==> src/rtl/mbus_pkg.sv <==
package mbus_pkg;
  localparam int unsigned ADDR_W = 3;

  typedef enum logic [ADDR_W-1:0] {
    A_CTRLA = 3'd0,
    A_CTRLB = 3'd1,
    A_DET   = 3'd2,
    A_TONE  = 3'd3
  } reg_addr_e;

  // bit positions inside the control registers
  localparam int unsigned PSK_BIT  = 0;  // control A
  localparam int unsigned CSEL_BIT = 7;  // control B
  localparam int unsigned DIV_LSB  = 0;  // control B
endpackage

==> src/rtl/mbus_sync.sv <==
module mbus_sync #(
  parameter int unsigned W      = 1,
  parameter int unsigned STAGES = 2,
  parameter logic [W-1:0] RST_VAL = '0
) (
  input  logic         clk,
  input  logic         rst,
  input  logic [W-1:0] d,
  output logic [W-1:0] q
);
  logic [STAGES-1:0][W-1:0] chain;

  always_ff @(posedge clk) begin
    if (rst) begin
      for (int i = 0; i < int'(STAGES); i++) chain[i] <= RST_VAL;
    end else begin
      chain[0] <= d;
      for (int i = 1; i < int'(STAGES); i++) chain[i] <= chain[i-1];
    end
  end

  assign q = chain[STAGES-1];
endmodule

==> src/rtl/mbus_decode.sv <==
module mbus_decode #(
  parameter int unsigned DW = 8,
  parameter int unsigned AW = 3
) (
  input  logic          clk,
  input  logic          rst,
  input  logic          ale_s,
  input  logic          cs_n_s,
  input  logic          rd_n_s,
  input  logic          wr_n_s,
  input  logic [DW-1:0] ad_s,
  output logic [AW-1:0] addr_q,
  output logic          sel_q,
  output logic          wr_stb,
  output logic [DW-1:0] wr_data,
  output logic          rd_act,
  output logic          rd_done
);
  logic ale_p, rd_p, wr_p;
  logic ale_fall;

  always_ff @(posedge clk) begin
    if (rst) begin
      ale_p <= 1'b0;
      rd_p  <= 1'b1;
      wr_p  <= 1'b1;
    end else begin
      ale_p <= ale_s;
      rd_p  <= rd_n_s;
      wr_p  <= wr_n_s;
    end
  end

  assign ale_fall = ale_p & ~ale_s;

  always_ff @(posedge clk) begin
    if (rst) begin
      addr_q <= '0;
      sel_q  <= 1'b0;
    end else if (ale_fall) begin
      addr_q <= ad_s[AW-1:0];
      sel_q  <= ~cs_n_s;
    end
  end

  assign wr_stb  = wr_n_s & ~wr_p & sel_q;
  assign wr_data = ad_s;
  assign rd_act  = ~rd_n_s & sel_q;
  assign rd_done = rd_n_s & ~rd_p & sel_q;


  addr_hold_chk: assert property (@(posedge clk) disable iff (rst)
    !ale_fall |=> $stable(addr_q) && $stable(sel_q));
endmodule

==> src/rtl/mbus_regfile.sv <==
module mbus_regfile
  import mbus_pkg::*;
#(
  parameter int unsigned DW   = 8,
  parameter int unsigned AW   = ADDR_W,
  parameter int unsigned DIVW = 4
) (
  input  logic            clk,
  input  logic            rst,
  input  logic            wr_stb,
  input  logic [AW-1:0]   addr,
  input  logic [DW-1:0]   wdata,
  input  logic            rd_done,
  input  logic [DW-1:0]   det_in,
  output logic [DW-1:0]   rdata_q,
  output logic            irq_q,
  output logic            psk_en,
  output logic            clk_sel,
  output logic [DIVW-1:0] div_n
);
  logic [DW-1:0] ctrla_q, ctrlb_q, tone_q, det_q;
  logic          det_clr;

  assign det_clr = rd_done && (addr == A_DET);

  always_ff @(posedge clk) begin
    if (rst) begin
      ctrla_q <= '0;
      ctrlb_q <= '0;
      tone_q  <= '0;
    end else if (wr_stb) begin
      case (addr)
        A_CTRLA: ctrla_q <= wdata;
        A_CTRLB: ctrlb_q <= wdata;
        A_TONE:  tone_q  <= wdata;
        default: ;
      endcase
    end
  end

  always_ff @(posedge clk) begin
    if (rst) det_q <= '0;
    else     det_q <= (det_clr ? '0 : det_q) | det_in;
  end

  always_ff @(posedge clk) begin
    if (rst)          irq_q <= 1'b0;
    else if (|det_in) irq_q <= 1'b1;
    else if (det_clr) irq_q <= 1'b0;
  end

  always_ff @(posedge clk) begin
    if (rst) rdata_q <= '0;
    else begin
      case (addr)
        A_CTRLA: rdata_q <= ctrla_q;
        A_CTRLB: rdata_q <= ctrlb_q;
        A_DET:   rdata_q <= det_q;
        A_TONE:  rdata_q <= tone_q;
        default: rdata_q <= '0;
      endcase
    end
  end

  assign psk_en  = ctrla_q[PSK_BIT];
  assign clk_sel = ctrlb_q[CSEL_BIT];
  assign div_n   = ctrlb_q[DIV_LSB +: DIVW];


  irq_set_chk: assert property (@(posedge clk) disable iff (rst)
    (|det_in) |=> irq_q);

  irq_hold_chk: assert property (@(posedge clk) disable iff (rst)
    irq_q && !det_clr |=> irq_q);

  no_write_chk: assert property (@(posedge clk) disable iff (rst)
    !wr_stb |=> $stable(ctrla_q) && $stable(ctrlb_q) && $stable(tone_q));
endmodule

==> src/rtl/mbus_clkgen.sv <==
module mbus_clkgen #(
  parameter int unsigned DIVW = 4
) (
  input  logic            clk,
  input  logic            rst,
  input  logic            psk_en,
  input  logic            clk_sel,
  input  logic [DIVW-1:0] div_n,
  output logic            clk_out
);
  logic            use_div_q;
  logic [DIVW-1:0] cnt_q;
  logic            div_q;

  always_ff @(posedge clk) begin
    if (rst) use_div_q <= 1'b0;
    else     use_div_q <= psk_en & clk_sel;
  end

  always_ff @(posedge clk) begin
    if (rst || !use_div_q) begin
      cnt_q <= '0;
      div_q <= 1'b0;
    end else if (cnt_q >= div_n) begin
      cnt_q <= '0;
      div_q <= ~div_q;
    end else begin
      cnt_q <= cnt_q + 1'b1;
    end
  end

  assign clk_out = use_div_q ? div_q : clk;


  div_steady_chk: assert property (@(posedge clk) disable iff (rst)
    use_div_q && (cnt_q != '0) |-> $stable(div_q));

  sel_gate_chk: assert property (@(posedge clk) disable iff (rst)
    !psk_en |=> !use_div_q);
endmodule

==> src/rtl/mbus_regif.sv <==
module mbus_regif
  import mbus_pkg::*;
#(
  parameter int unsigned DW     = 8,
  parameter int unsigned DIVW   = 4,
  parameter int unsigned STAGES = 2
) (
  input  logic          clk,
  input  logic          rst,
  input  logic          ale,
  input  logic          cs_n,
  input  logic          rd_n,
  input  logic          wr_n,
  input  logic [DW-1:0] ad_i,
  output logic [DW-1:0] ad_o,
  output logic          ad_oe,
  input  logic [DW-1:0] det_flags,
  output logic          irq_oe,
  output logic          clk_out
);
  localparam int unsigned AW  = ADDR_W;
  localparam int unsigned SYW = DW + 4;
  localparam logic [SYW-1:0] SY_RST = {1'b0, 1'b1, 1'b1, 1'b1, {DW{1'b0}}};

  logic [SYW-1:0]  pins_s;
  logic            ale_s, cs_n_s, rd_n_s, wr_n_s;
  logic [DW-1:0]   ad_s;
  logic [AW-1:0]   addr_q;
  logic            sel_q, wr_stb, rd_act, rd_done;
  logic [DW-1:0]   wr_data;
  logic            psk_en, clk_sel;
  logic [DIVW-1:0] div_n;
  logic            ad_oe_q;

  mbus_sync #(.W(SYW), .STAGES(STAGES), .RST_VAL(SY_RST)) u_sync (
    .clk(clk), .rst(rst), .d({ale, cs_n, rd_n, wr_n, ad_i}), .q(pins_s)
  );
  assign {ale_s, cs_n_s, rd_n_s, wr_n_s, ad_s} = pins_s;

  mbus_decode #(.DW(DW), .AW(AW)) u_dec (
    .clk(clk), .rst(rst), .ale_s(ale_s), .cs_n_s(cs_n_s), .rd_n_s(rd_n_s),
    .wr_n_s(wr_n_s), .ad_s(ad_s), .addr_q(addr_q), .sel_q(sel_q),
    .wr_stb(wr_stb), .wr_data(wr_data), .rd_act(rd_act), .rd_done(rd_done)
  );

  mbus_regfile #(.DW(DW), .AW(AW), .DIVW(DIVW)) u_regs (
    .clk(clk), .rst(rst), .wr_stb(wr_stb), .addr(addr_q), .wdata(wr_data),
    .rd_done(rd_done), .det_in(det_flags), .rdata_q(ad_o), .irq_q(irq_oe),
    .psk_en(psk_en), .clk_sel(clk_sel), .div_n(div_n)
  );

  mbus_clkgen #(.DIVW(DIVW)) u_clk (
    .clk(clk), .rst(rst), .psk_en(psk_en), .clk_sel(clk_sel),
    .div_n(div_n), .clk_out(clk_out)
  );

  always_ff @(posedge clk) begin
    if (rst) ad_oe_q <= 1'b0;
    else     ad_oe_q <= rd_act;
  end
  assign ad_oe = ad_oe_q;


  no_drive_chk: assert property (@(posedge clk) disable iff (rst)
    !sel_q |=> !ad_oe);

  drive_rd_chk: assert property (@(posedge clk) disable iff (rst)
    ad_oe |-> $past(!rd_n_s));

  unused_zero_chk: assert property (@(posedge clk) disable iff (rst)
    ad_oe && ($past(addr_q) > A_TONE) |-> ad_o == '0);
endmodule

==> config.mk <==
export PLATFORM = sky130hd
export DESIGN_NAME = mbus_regif
export DESIGN_NICKNAME = d
export VERILOG_FILES = /design/src/rtl/mbus_pkg.sv /design/src/rtl/mbus_sync.sv /design/src/rtl/mbus_decode.sv /design/src/rtl/mbus_regfile.sv /design/src/rtl/mbus_clkgen.sv /design/src/rtl/mbus_regif.sv
export SDC_FILE = /design/constraint.sdc
export NUM_CORES = 1
export LEC_CHECK = 0
export BUFFER_PORTS_ARGS = -buffer_cell sky130_fd_sc_hd__buf_2
export CAP_MARGIN = 0
export CORE_AREA = 2 2 92 94
export DETAILED_ROUTE_END_ITERATION = 8
export DIE_AREA = 0 0 94 96
export HOLD_SLACK_MARGIN = 0.15
export MAX_ROUTING_LAYER = met4
export PLACE_DENSITY = 0.56
export SLEW_MARGIN = 20
export SYNTH_ARGS = -nofsm -noshare
export SYNTH_HDL_FRONTEND = slang
export SYNTH_HIERARCHICAL = 1
export SYNTH_SLANG_ARGS = --single-unit
==> constraint.sdc <==
create_clock -name clk -period 4.8 [get_ports clk]
set_clock_uncertainty 0.1 [all_clocks]
set_input_delay 0.96 -clock clk [delete_from_list [all_inputs] [get_ports clk]]
set_output_delay 0.96 -clock clk [all_outputs]
set_load 0.02 [all_outputs]
==> results.yml <==
critical_path:
  setup.worst_path.class: "clock port to primary output"
  crit_path_max_incr_delay_ns: 0.24
  startpoint_type: "clock port"
  crit_path_cell_trace: "clkbuf_8, clkbuf_8, mux2_2, buf_2"
  worst-path-buf-inv: 3
  crit_family: "buffers and inverters"
  cpMaxStageDelayCell: "mux2_2"
  cp_max_fo: 2
  worstPathRequired_ns: 3.74
  cp_common_cell: "clkbuf_8"
  arrival_ns: 3.02
  end_kind: "primary output"
cts:
  cts.clk_slew.worst_paths_ns: 0.08
  clk_latency_ns: 0.45
  cts_hold_buf: 0
  cts_setup_buffers: 0
  cts_tree: "built"
  ctsResizeCount: 0
floorplanning:
  ioPinCount: 33
  fp.dieW_um: 94
  dieArea_um2: 9020
  core_um2: 8050
  start_util_pct: 39.2
  die_h_um: 96
  num_rows: 33
drt:
  dr.pass1.iters: 4
  drc: 0
  via_per_inst: 4.49
  vias: 1959
  wl_per_cell_um: 12.3
  drtIter0Drc: 84
  drt-total-wl_um: 5360
  ant_nets: 0
final_layout:
  ff_latch_area_um2: 1580
  fill_cells: 819
  diodes: 0
  drive_above_1_share_pct: 19.0
  finish.utilization_pct: 42.8
  multi_input_area_um2: 1280
  syn2layout_area_growth_pct: 9.07
  finalNetCount: 353
timing:
  rsz0062_at_grt: "no"
  final-setup-viol-count: 0
  setup-tns-final_ns: 0
  slew_headroom_pct: 44.5
  holdWs_ns: 0.307
  tightest_slew_ns: 0.832
  slew_violations: 0
  finalHoldViolCount: 0
synthesis:
  syn_area_um2: 3160
  synth_area_leaders: "dfxtp_1 (50%), mux2i_1 (7.6%), buf_4 (6.2%)"
  syn_area_per_cell_um2: 9.93
  synth_cell_types: 43
  synth_compound_area_share_pct: 7.84
  synth_edf_count: 0
  synth_ff_type: "dfxtp_1"
  ys_ff_latch: 79
  yosys.area_share.simple_pct: 21.8
  synth_mux_area_share_pct: 8.44
  async_flop_share_pct: 0
  synth-seq-area-share_pct: 50.1
  synthAdderAreaFrac_pct: 1.98
  yosysTopAreaCell: "dfxtp_1"
  synth_fp_nets: 345
  synth_warnings: 6
  synth_top_family_by_area: "simple AND/OR/NAND/NOR gates"
  synth_top_area_share_pct: 50.1
  synthCells: 318
  synth_xor_area_share_pct: 0.554
flow_run:
  cap_violations: 0
power_and_ir_drop:
  p_leak_nw: 1.31
  ir_drop_v: 0.000293
  power_density_nw_per_um2: 387
global_route:
  grt_pass1_wl_um: 9230
  gr-total-overflow: 0
  grt_max_degree: 53
  track_usage_pct: 14.1
  antenna_found_initial: 0
  grt_pass1_vias: 1879
placement:
  gp_congestion: 0.738
  io_buffers: 32
  dp_hpwl_um: 3680
worst_hold_path:
  holdCritPathClass: "flop to flop"
outcome:
  status: "complete, no violations"
[layer usage]
| layer | wire length (um) | vias to the layer above | track usage [%] | part of all wire (%) |
|---|---|---|---|---|
| li1 | - | 1043 | - | - |
| met1 | 2820 | 864 | 18.0 | 53 |
| met2 | 2220 | 46 | 19.4 | 42 |
| met3 | 258 | 6 | 5.09 | 4.8 |
| met4 | 51 | 0 | 7.37 | 0.95 |
| met5 | 0 | - | - | 0 |
[cells in the final DEF (no fill, tap or decap), drive strengths merged, types with 2 or more instances in the layout]
cell type  Yosys  final
dfxtp         79     79
nand2         35     35
buf           34     34
nor2          25     25
mux2i         24     24
a21oi         24     24
nor2b         21     21
clkbuf         6     14
or2            9      9
o22ai          8      8
and2           8      8
inv            5      5
ha             5      5
nand2b         5      5
o21ai          5      5
nand4bb        4      4
clkinv         0      3
and2b          3      3
bufinv         0      2
nor4           2      2
mux2           2      2
[sequential cells by signal, summed over array words and instances, names as in the netlist]
name,cells
u_regs/rdata_q,8
u_dec/sel_q,1
u_clk/cnt_q,4
u_sync/q,12
u_regs/ctrla_q,8
u_regs/tone_q,8
u_clk/use_div_q,1
u_regs/ctrlb_q,8
u_dec/wr_p,1
u_clk/div_q,1
u_regs/det_q,8
ad_oe,1
u_regs/irq_q,1
u_dec/addr_q,3
u_dec/ale_p,1
u_dec/rd_p,1
u_sync/chain,12
[power by group]
group	total, W	internal (W)	leakage (nW)	switching (W)
combinational	0.0000390	0.0000191	0.526	0.0000200
clock	0.000614	0.000359	0.136	0.000255
sequential	0.000679	0.000670	0.645	0.00000853
[cell type report]
type / count / area share (%)
Clock buffer: 15 / 5.16
Clock inverter: 5 / 2.40
Inverter: 5 / 0.545
Multi-Input combinational cell: 194 / 37.3
Sequential cell: 79 / 45.9
Tap cell: 105 / 3.81
Timing Repair Buffer: 33 / 4.94
[worst reg2reg max path: stages (launching register included)]
cell      delay, ns
dfxtp_1        0.36
and3b_1        0.29
and4bb_1       0.60
mux2i_1        0.26
nor2_1         0.05
[path summary, 6_finish.rpt]
path         cells after the start  slack [ns]       startpoint           endpoint
max                              4        0.72              clk            clk_out
min                              1        0.31  u_sync/chain[9]        u_sync/q[9]
max reg2reg                      4        3.01      u_dec/sel_q  u_regs/ctrlb_q[0]
min reg2reg                      1        0.31  u_sync/chain[9]        u_sync/q[9]
[stage by stage]
stage | std cells | power (W) | worst slack, ns | cell area [um^2]
finish | 436 | 0.00133 | 0.720 | 3450
global route | 436 | 0.00140 | 0.704 | 3450
CTS | 436 | 0.00136 | 0.714 | 3450
detailed placement | 417 | 0.000760 | 0.954 | 3190
global placement | 417 | 0.000760 | 0.954 | 3190
floorplan | 318 | 0.000746 | 1.04 | 3160
[cells in the mapped netlist (3+ instances only)]
library cell and count:
dfxtp_1 79, nand2_1 35, buf_4 26, nor2_1 25, a21oi_1 24, mux2i_1 24
nor2b_1 19, and2_1 8, o22ai_1 8, or2_1 7, clkbuf_1 6, ha_1 5
inv_1 5, buf_2 4, nand2b_1 4, nand4bb_1 4, buf_6 3, o21ai_0 3
[logic make-up after synthesis]
family	count (synthesis)
muxes	26
xor gates and xnor gates	2
and+or+nand+nor	120
buffers and inverters	45
adders and majority gates	5
DFF	79
AOI/OAI and AO/OA	41
Power figures use the tool's default switching activity.
